<file path="src/rtl/bt_pkg.sv">
package bt_pkg;

  typedef enum logic [1:0] {
    ST_IDLE = 2'd0,
    ST_TURN = 2'd1,
    ST_DATA = 2'd2,
    ST_HOLD = 2'd3
  } bt_state_e;

  localparam logic [3:0] CMD_MRD = 4'b0110;
  localparam logic [3:0] CMD_MWR = 4'b0111;

endpackage

</file>
<file path="src/rtl/bt_rst_sync.sv">
module bt_rst_sync (
  input  logic clk,
  input  logic rst_n,
  output logic rst_sync_n
);

  logic [1:0] sync_q;

  always_ff @(posedge clk or negedge rst_n) begin
    if (!rst_n) sync_q <= 2'b00;
    else        sync_q <= {sync_q[0], 1'b1};
  end

  assign rst_sync_n = sync_q[1];

endmodule

</file>
<file path="src/rtl/bt_decode.sv">
module bt_decode #(
  parameter int               BUS_W = 32,
  parameter int               DEPTH = 16,
  parameter logic [BUS_W-1:0] BASE  = 32'h0000_1000,
  localparam int              IW    = $clog2(DEPTH),
  localparam int              WB    = IW + 2
) (
  input  logic [BUS_W-1:0] ad,
  input  logic [3:0]       cmd,
  output logic             claim,
  output logic             rd_cmd,
  output logic [IW-1:0]    idx
);
  import bt_pkg::*;

  logic in_win;
  logic aligned;
  logic cmd_ok;

  always_comb begin
    in_win  = (ad[BUS_W-1:WB] == BASE[BUS_W-1:WB]);
    aligned = (ad[1:0] == 2'b00);
    cmd_ok  = (cmd == CMD_MRD) || (cmd == CMD_MWR);
    claim   = in_win && aligned && cmd_ok;
    rd_cmd  = (cmd == CMD_MRD);
    idx     = ad[WB-1:2];
  end

endmodule

</file>
<file path="src/rtl/bt_regfile.sv">
module bt_regfile #(
  parameter int  BUS_W = 32,
  parameter int  DEPTH = 16,
  localparam int IW    = $clog2(DEPTH),
  localparam int BEW   = BUS_W / 8
) (
  input  logic             clk,
  input  logic             rst_n,
  input  logic             we,
  input  logic [IW-1:0]    idx,
  input  logic [BEW-1:0]   be,
  input  logic [BUS_W-1:0] wdata,
  output logic [BUS_W-1:0] rdata
);

  logic [BUS_W-1:0] mem_q [DEPTH];

  for (genvar w = 0; w < DEPTH; w++) begin : g_word
    for (genvar b = 0; b < BEW; b++) begin : g_lane
      logic lane_en;
      assign lane_en = we && (idx == IW'(w)) && be[b];
      always_ff @(posedge clk or negedge rst_n) begin
        if (!rst_n)       mem_q[w][8*b +: 8] <= 8'h00;
        else if (lane_en) mem_q[w][8*b +: 8] <= wdata[8*b +: 8];
      end
    end
  end

  assign rdata = mem_q[idx];

endmodule

</file>
<file path="src/rtl/bt_ctrl.sv">
module bt_ctrl #(
  parameter int  DEPTH = 16,
  localparam int IW    = $clog2(DEPTH)
) (
  input  logic          clk,
  input  logic          rst_n,
  input  logic          frame_n,
  input  logic          irdy_n,
  input  logic          claim,
  input  logic          rd_cmd,
  input  logic [IW-1:0] start_idx,
  output logic [IW-1:0] idx,
  output logic          wr_en,
  output logic          drive,
  output logic          devsel_n,
  output logic          trdy_n,
  output logic          stop_n
);
  import bt_pkg::*;

  localparam logic [IW-1:0] LAST_IDX = IW'(DEPTH - 1);

  bt_state_e     state_q, state_d;
  logic [IW-1:0] idx_q, idx_d;
  logic          idx_en;
  logic          rd_q, rd_d, rd_en;
  logic          frame_q;
  logic          addr_phase;
  logic          last;
  logic          xfer;

  assign addr_phase = !frame_n && frame_q;
  assign last       = (idx_q == LAST_IDX);
  assign xfer       = (state_q == ST_DATA) && !irdy_n;

  always_comb begin
    state_d = state_q;
    idx_d   = idx_q;
    idx_en  = 1'b0;
    rd_d    = rd_q;
    rd_en   = 1'b0;
    unique case (state_q)
      ST_IDLE: begin
        if (addr_phase && claim) begin
          state_d = rd_cmd ? ST_TURN : ST_DATA;
          idx_d   = start_idx;
          idx_en  = 1'b1;
          rd_d    = rd_cmd;
          rd_en   = 1'b1;
        end
      end
      ST_TURN: state_d = ST_DATA;
      ST_DATA: begin
        if (xfer) begin
          if (frame_n)   state_d = ST_IDLE;
          else if (last) state_d = ST_HOLD;
          else begin
            idx_d  = idx_q + 1'b1;
            idx_en = 1'b1;
          end
        end
      end
      ST_HOLD: begin
        if (frame_n) state_d = ST_IDLE;
      end
      default: state_d = ST_IDLE;
    endcase
  end

  always_ff @(posedge clk or negedge rst_n) begin
    if (!rst_n) begin
      state_q <= ST_IDLE;
      idx_q   <= '0;
      rd_q    <= 1'b0;
      frame_q <= 1'b1;
    end else begin
      state_q <= state_d;
      frame_q <= frame_n;
      if (idx_en) idx_q <= idx_d;
      if (rd_en)  rd_q  <= rd_d;
    end
  end

  assign idx      = idx_q;
  assign wr_en    = xfer && !rd_q;
  assign drive    = rd_q && (state_q == ST_DATA);
  assign devsel_n = (state_q == ST_IDLE);
  assign trdy_n   = (state_q != ST_DATA);
  assign stop_n   = !(((state_q == ST_DATA) && last) || (state_q == ST_HOLD));

endmodule

</file>
<file path="src/rtl/bt_target.sv">
module bt_target #(
  parameter int               BUS_W = 32,
  parameter int               DEPTH = 16,
  parameter logic [BUS_W-1:0] BASE  = 32'h0000_1000,
  localparam int              IW    = $clog2(DEPTH),
  localparam int              BEW   = BUS_W / 8
) (
  input  logic             clk,
  input  logic             rst_n,
  input  logic             frame_n,
  input  logic             irdy_n,
  input  logic [BEW-1:0]   cbe_n,
  input  logic [BUS_W-1:0] ad_in,
  output logic [BUS_W-1:0] ad_out,
  output logic             ad_oe,
  output logic             devsel_n,
  output logic             trdy_n,
  output logic             stop_n
);

  logic             rst_core_n;
  logic             claim;
  logic             rd_cmd;
  logic [IW-1:0]    start_idx;
  logic [IW-1:0]    cur_idx;
  logic             wr_en;
  logic             drive;
  logic [BUS_W-1:0] rdata;

  bt_rst_sync u_rst (
    .clk        (clk),
    .rst_n      (rst_n),
    .rst_sync_n (rst_core_n)
  );

  bt_decode #(.BUS_W(BUS_W), .DEPTH(DEPTH), .BASE(BASE)) u_dec (
    .ad     (ad_in),
    .cmd    (cbe_n[3:0]),
    .claim  (claim),
    .rd_cmd (rd_cmd),
    .idx    (start_idx)
  );

  bt_ctrl #(.DEPTH(DEPTH)) u_ctrl (
    .clk       (clk),
    .rst_n     (rst_core_n),
    .frame_n   (frame_n),
    .irdy_n    (irdy_n),
    .claim     (claim),
    .rd_cmd    (rd_cmd),
    .start_idx (start_idx),
    .idx       (cur_idx),
    .wr_en     (wr_en),
    .drive     (drive),
    .devsel_n  (devsel_n),
    .trdy_n    (trdy_n),
    .stop_n    (stop_n)
  );

  bt_regfile #(.BUS_W(BUS_W), .DEPTH(DEPTH)) u_rf (
    .clk   (clk),
    .rst_n (rst_core_n),
    .we    (wr_en),
    .idx   (cur_idx),
    .be    (~cbe_n),
    .wdata (ad_in),
    .rdata (rdata)
  );

  assign ad_oe  = drive;
  assign ad_out = drive ? rdata : '0;

endmodule

</file>
<file path="config.mk">
export PLATFORM = sky130hd
export DESIGN_NAME = bt_target
export DESIGN_NICKNAME = d
export VERILOG_FILES = /design/src/rtl/bt_pkg.sv /design/src/rtl/bt_rst_sync.sv /design/src/rtl/bt_decode.sv /design/src/rtl/bt_regfile.sv /design/src/rtl/bt_ctrl.sv /design/src/rtl/bt_target.sv
export SDC_FILE = /design/constraint.sdc
export NUM_CORES = 1
export LEC_CHECK = 0
export BUFFER_PORTS_ARGS = -buffer_cell sky130_fd_sc_hd__buf_2
export CAP_MARGIN = 15
export CORE_ASPECT_RATIO = 1.25
export CORE_MARGIN = 4
export CORE_UTILIZATION = 35
export CTS_CLUSTER_SIZE = 8
export DETAILED_ROUTE_END_ITERATION = 8
export GPL_TIMING_DRIVEN = 0
export PLACE_DENSITY = 0.54
export SYNTH_ARGS = -nofsm -noshare
export SYNTH_HDL_FRONTEND = slang
export SYNTH_SLANG_ARGS = --single-unit
</file>
<file path="constraint.sdc">
create_clock -name clk -period 22.1 [get_ports clk]
set_clock_uncertainty 0.15 [all_clocks]
set_input_delay 6.63 -clock clk [delete_from_list [all_inputs] [get_ports clk]]
set_output_delay 6.63 -clock clk [all_outputs]
set_load 0.005 [all_outputs]
</file>
# Word-level counts from Yosys, hierarchy flattened
# Index checks and enable logic that the tools add are counted.
[totals] register_bits=522 output_inout_bits=36 input_bits=40 elab_cells=224
[op_classes] order_cmp=1 muxes=22 n_reduce_logical=101 bitwise=2 add_sub_neg=1 eq_ne=28
[op_table] cell="32-bit binary-select mux with 4-bit select" count=1
[op_table] cell="32-bit two-way mux" count=3
[op_table] cell="1-bit logical AND" count=88
[op_table] cell="4-bit equality test (second input constant)" count=8
[op_table] cell="26-bit by 7-bit equality test with 1-bit output (second input constant)" count=1
[op_table] cell="4-bit by 3-bit equality test with 1-bit output (second input constant)" count=6
[op_table] cell="4-bit two-way mux" count=4
[op_table] cell="2-bit two-way mux" count=6
[op_table] cell="4-bit by 2-bit equality test with 1-bit output (second input constant)" count=2
[op_table] cell="2-bit inequality test (second input constant)" count=4
[op_table] cell="2-bit one-hot mux with 4 select lines" count=1
[op_table] cell="4-bit one-hot mux with 2 select lines" count=1
[op_table] cell="6-bit AND reduction" count=1
[op_table] cell="5-bit greater-or-equal comparator (second input constant)" count=1
[op_table] cell="1-bit two-way mux" count=5
[op_table] cell="4-bit inverter with 5-bit output" count=1
[op_table] cell="4-bit by 1-bit adder with 4-bit output (second input constant)" count=1
[op_table] cell="2-bit equality test (second input constant)" count=2
[op_table] cell="4-bit by 1-bit equality test with 1-bit output (second input constant)" count=1
[op_table] cell="1-bit zero test" count=4
[op_table] cell="2-bit zero test" count=2
[op_table] cell="4-bit zero test" count=1
[op_table] cell="2-bit by 1-bit inequality test with 1-bit output (second input constant)" count=2
[op_table] cell="4-bit inverter" count=1
[op_table] cell="other kinds (7)" count=8

# Depth between registers and ports, before layout
[logic_depth] word_depth=7 depth_mapped=10 depth_no_buf=6

# Cells and area by module
# From an unflattened synthesis, not the netlist that was laid out.
[hier_totals] hier_cells=1541 hier_area_um2=24000.5
[by_module_without_submodules] mod="bt_regfile" area_per_inst_um2=23090.9 seq_area_each_um2=12812.3 cells_per_inst=1432 n_inst=1
[by_module_without_submodules] mod="bt_ctrl" area_per_inst_um2=464.2 seq_area_each_um2=201.4 cells_per_inst=51 n_inst=1
[by_module_without_submodules] mod="bt_target" area_per_inst_um2=270.3 seq_area_each_um2=0.0 cells_per_inst=39 n_inst=1
[by_module_without_submodules] mod="bt_decode" area_per_inst_um2=121.4 seq_area_each_um2=0.0 cells_per_inst=16 n_inst=1
[by_module_without_submodules] mod="bt_rst_sync" area_per_inst_um2=53.8 seq_area_each_um2=50.0 cells_per_inst=3 n_inst=1

# Least setup slack after synthesis
# No wires, ideal clock.
[synth_timing] path_kind="register to output" start="register u_ctrl.idx_q[0], in the netlist u_ctrl.idx[0]" end="output ad_out[0]" path_stages_with_launch=7 arrival_time_ns=1.814 n_path_buf=3 required_ns=15.320 path_slack_ns=13.506 path_cell_list="dfrtp_1 -> clkbuf_1 -> buf_2 -> buf_2 -> mux4_2 -> mux2i_1 -> o22ai_1"
[synth_between] elab_chain_len=5
[synth_lines] element="from (decl)" line_no="bt_ctrl.sv:24" rtl="logic [IW-1:0] idx_q, idx_d;"
[synth_lines] element="from (signal assigned)" line_no="bt_ctrl.sv:79" rtl="if (idx_en) idx_q <= idx_d;"
[synth_lines] element="4-bit inverter with 5-bit output (implied by the code)" line_no="bt_regfile.sv:29" rtl="assign rdata = mem_q[idx];"
[synth_lines] element="32-bit binary-select mux with 4-bit select" line_no="bt_regfile.sv:29"
[synth_lines] element="32-bit two-way mux (implied by the code) (2 in series)" line_no="bt_regfile.sv:29"
[synth_lines] element="32-bit two-way mux" line_no="bt_target.sv:71" rtl="assign ad_out = drive ? rdata : '0;"
[synth_lines] element="to (decl)" line_no="bt_target.sv:14" rtl="output logic [BUS_W-1:0] ad_out,"
# No other way between the ends. The select of a mux whose other input is x is not followed.

# Final worst setup path
[layout_timing] start="register u_ctrl.state_q[0]" end="output ad_out[20]"
[layout_between] elab_chain_len=3
[layout_lines] element="from (decl)" line_no="bt_ctrl.sv:23" rtl="bt_state_e state_q, state_d;"
[layout_lines] element="from (signal assigned)" line_no="bt_ctrl.sv:77" rtl="state_q <= state_d;"
[layout_lines] element="2-bit equality test" line_no="bt_ctrl.sv:86" rtl="assign drive = rd_q && (state_q == ST_DATA);"
[layout_lines] element="1-bit logical AND" line_no="bt_ctrl.sv:86"
[layout_lines] element="32-bit two-way mux" line_no="bt_target.sv:71"
# No other way between the ends.

==> impl_summary.txt <==
----------------------------------------------------
[Run status]
  Outcome ... complete, no violations

[Yosys]
  Synth Flop Type ... sky130_fd_sc_hd__dfrtp_1
  Seq/Total Area, Yosys ... 54.4%
  Post-Syn Nets ... 1538
  Register bit count reported by yosys ... 522
  Share of flip-flops with an asynchronous set or reset ... 100%
  Average instance area after synthesis ... 16.1 um^2
  Number of instances in the synthesized netlist ... 1494
  Number of enable-type register cells in the synthesized netlist ... 0
  Warnings from Yosys ... 0
  Combined area of all synthesized cells ... 24000 um^2
  Number of unique standard cell types used by synthesis ... 52

[Min path]
  Launch point of the worst hold path ... u_rst.sync_q[0]$_DFF_PN0_
  Min-Delay Path Class ... flop to flop

[Timing]
  Max-slew violations ... 0
  Fin worst setup slack ... 11.80 ns
  Setup Viol. Count Final ... 0
  Maximum frequency from static timing analysis ... 97.1 MHz
  Period Utilization, post-route ... 46.6%
  Worst rel slew slack ... 23.2%
  Least-Margin Pin Slew ... 1.15 ns
  Endpoints failing hold ... 0
  Setup TNS ... 0 ns
  Setup repair after global routing missed its margin ... no
  Min cycle time layout ... 10.30 ns

[Worst setup path]
  Kind of start point of the critical path ... flop
  Source of the critical timing path ... u_ctrl.state_q[0]$_DFFE_PN0P_
  Source of the worst register-to-register timing path ... u_ctrl.idx[1]$_DFFE_PN0P_
  CP Class ... flop to output port
  Cell with the largest stage delay on the worst path ... sky130_fd_sc_hd__clkbuf_1
  Worst setup EP type ... output port
  Slowest Stage Delay on Critical Path ... 0.72 ns
  Number of buffer and inverter instances along the worst setup path ... 5
  Cells along the critical path ... and2b_1 -> inv_2 -> buf_2 -> or3_1 -> clkbuf_1 -> clkbuf_1 -> o22ai_1 -> buf_2
  Arrival time reported for the critical path endpoint ... 3.52 ns
  Cell family contributing the most delay on the critical path ... buffers and inverters
  Largest fanout of any net on the critical path ... 10
  Data required time of the worst path ... 15.32 ns

[Pwr]
  Relative contribution of sequential cells to total power ... 46.4%
  Switching power as a share of total power ... 21.9%
  Part of the power in combinational logic ... 3.3%
  Clock share of power ... 50.3%
  P_sw ... 0.000454 W
  Worst IR drop on VDD ... 0.0530 mV
  Total power divided by cell area ... 74.6 nW/um^2
  Leak pwr ... 13.7 nW
  Cell Int Power ... 0.00162 W

[Cells and area]
  Footprint of the multi-input gates ... 10500 um^2
  Sequential cell area ... 13100 um^2
  # nets final ... 1695
  Fill count ... 6206
  Signed area change from the synthesized netlist to the final layout ... 15.6%
  Share of layout cells above drive strength 1 ... 47.2%

[Drt]
  Drc violations ... 0
  First-pass detailed-route iteration total ... 4
  Total number of vias ... 13800
  Residual antenna-violating net count after detailed routing ... 0
  Initial detailed-routing violation count ... 646
  Routed wire length ... 65.9 mm
  Routed length per placed instance ... 26.0 um
  Vias per std cell ... 5.43

[Die]
  Die outline area ... 72900 um^2
  Die Y-Extent ... 301 um
  Starting density of the core ... 35.3%
  CORE AREA ... 68000 um^2
  Cell row count ... 107
  Die outline width ... 242 um
  Io pins ... 76

[Clock tree]
  Clock buffer count from CTS ... 75
  Htree depth ... 3
  Resized Gates After CTS ... 0
  Clk_lat worst skew ... 0.60 ns
  Post-CTS setup-driven buffer insertion count ... 0
  Clock transition at the registers of the reported paths ... 0.05 ns
  Number of buffers between clock root and the deepest sink ... 3
  CTS Hold Buffers Added ... 0
  Clock tree from TritonCTS ... done
  Clock Sinks ... 522
  Cell at the root of the clock tree ... sky130_fd_sc_hd__clkbuf_16

[GRT]
  Total congestion overflow ... 0
  Most utilized layer in the global route result ... met2
  Number of global-route vias before repair ... 15200
  GR met2 Demand/Resource ... 31.6%
  Met3 track demand over resource ... 3.90%
  Antenna violations before repair ... 4
  Global-route wire length before repair ... 100 mm
  Maximum number of pins on one net before global-route repair ... 72
  GRT met1 Usage ... 23.3%
  GRT Util Overall ... 18.3%

[Place]
  GP Congestion ... 0.788
  DP Wirelength ... 44.5 mm
  I/O Buffers ... 72
  Dpl ws ... 12.37 ns

[Run]
  Max_cap viols ... 0

----------------------------------------------------
-- cells in the mapped netlist (all sizes together), types with 4 or more instances --
master / instances / area, um^2
dfrtp: 521 / 13000
mux2: 513 / 5780
mux4: 128 / 2880
mux2i: 66 / 661
nand2: 63 / 487
clkbuf: 57 / 215
buf: 33 / 188
o22ai: 32 / 200
nor2: 22 / 92.6
nor3: 6 / 51.3
nor4: 6 / 37.5
inv: 5 / 18.8
and2: 4 / 25.0
ha: 4 / 50.1
-- power groups by stage --
stage | clock network, W | logic [W] | registers, W
global placement | 0 | 0.0000481 | 0.000993
global route | 0.00111 | 0.0000766 | 0.000960
CTS | 0.00107 | 0.0000713 | 0.000960
detailed placement | 0 | 0.0000712 | 0.000976
floorplan | 0 | 0.0000234 | 0.000988
finish | 0.00104 | 0.0000686 | 0.000961
-- cell families (layout without fill, tap and decap cells) --
logic type	Yosys count	in the layout	synth area share, %
muxes	707	707	38.8
and+or+nand+nor	118	118	3.49
DFF	522	522	54.4
adders and majority gates	4	4	0.208
other	1	4	0.0156
AOI/OAI and AO/OA	47	47	1.29
buffers and inverters	95	264	1.76
-- registers in the layout, indices dropped and copies added, names as in the netlist --
signal          cells
u_ctrl.frame_q      1
u_ctrl.idx          4
u_rf.mem_q        512
u_rst.sync_q        2
u_ctrl.state_q      2
u_ctrl.rd_q         1
-- per-layer routing --
metal	part of all wire, %	vias up
li1	-	5939
met2	51	257
met5	0.011	-
met3	4.4	91
met4	2.5	2
met1	42	7485
-- layout by cell type (no fill, tap or decap), drive strengths merged, types with 2 or more instances in the layout --
master,instances
or4,3
nand2b,2
o31ai,2
diode,3
nor3,6
o22ai,32
nor4,6
mux4,128
a21oi,2
buf,113
clkbuf,145
and2,4
o21a,3
o211ai,2
mux2,513
nand2,63
o2bb2ai,2
dfrtp,521
ha,4
nor2,22
mux2i,66
inv,5
-- final cells by class --
cell class                 instances  share of cell area, %
clock buffer                      88                   7.40
clock inverter                     1                 0.0316
multi-input combinational        877                   37.9
antenna                            3                 0.0270
timing repair buffer              80                   2.09
inverter                           5                 0.0676
sequential                       522                   47.1
tap                              872                   3.93
buffer                            90                   1.45
-- worst register-to-register path, delay by kind of cell (launching register included) --
family | cells | cell delay (ns)
flops | 1 | 0.37
mux | 1 | 0.41
fa+ha+maj | 1 | 0.25
buf+inv | 5 | 1.80
simple gates | 2 | 0.73
-- worst paths after layout --
check | slack (ns) | endpoint | cells after the start
worst max register to register | 18.28 | u_rf.mem_q[125]$_DFFE_PN0P_ | 9
worst min-delay path | 0.21 | u_rst.sync_q[1]$_DFF_PN0_ | 0
worst min register to register | 0.21 | u_rst.sync_q[1]$_DFF_PN0_ | 0
worst max-delay path | 11.80 | ad_out[20] | 8
min in group asynchronous | 0.25 | u_rf.mem_q[316]$_DFFE_PN0P_ | 0
max in group asynchronous | 16.02 | u_rst.sync_q[1]$_DFF_PN0_ | 1
-- stage by stage --
stage | util (%) | area, um^2 | std cells | total power, W | hold slack [ns]
2_1_floorplan | - | 24000 | 1494 | 0.00101 | 0.181
3_3_place_gp | 37.4 | 25500 | 2438 | 0.00104 | 0.186
3_5_place_dp | 37.8 | 25700 | 2446 | 0.00105 | 0.189
4_1_cts | 40.8 | 27700 | 2535 | 0.00210 | 0.207
5_1_grt | 40.8 | 27700 | 2535 | 0.00215 | 0.227
6_report | 40.8 | 27800 | 2538 | 0.00207 | 0.206
Note: power is estimated with default switching activity, not from simulation.
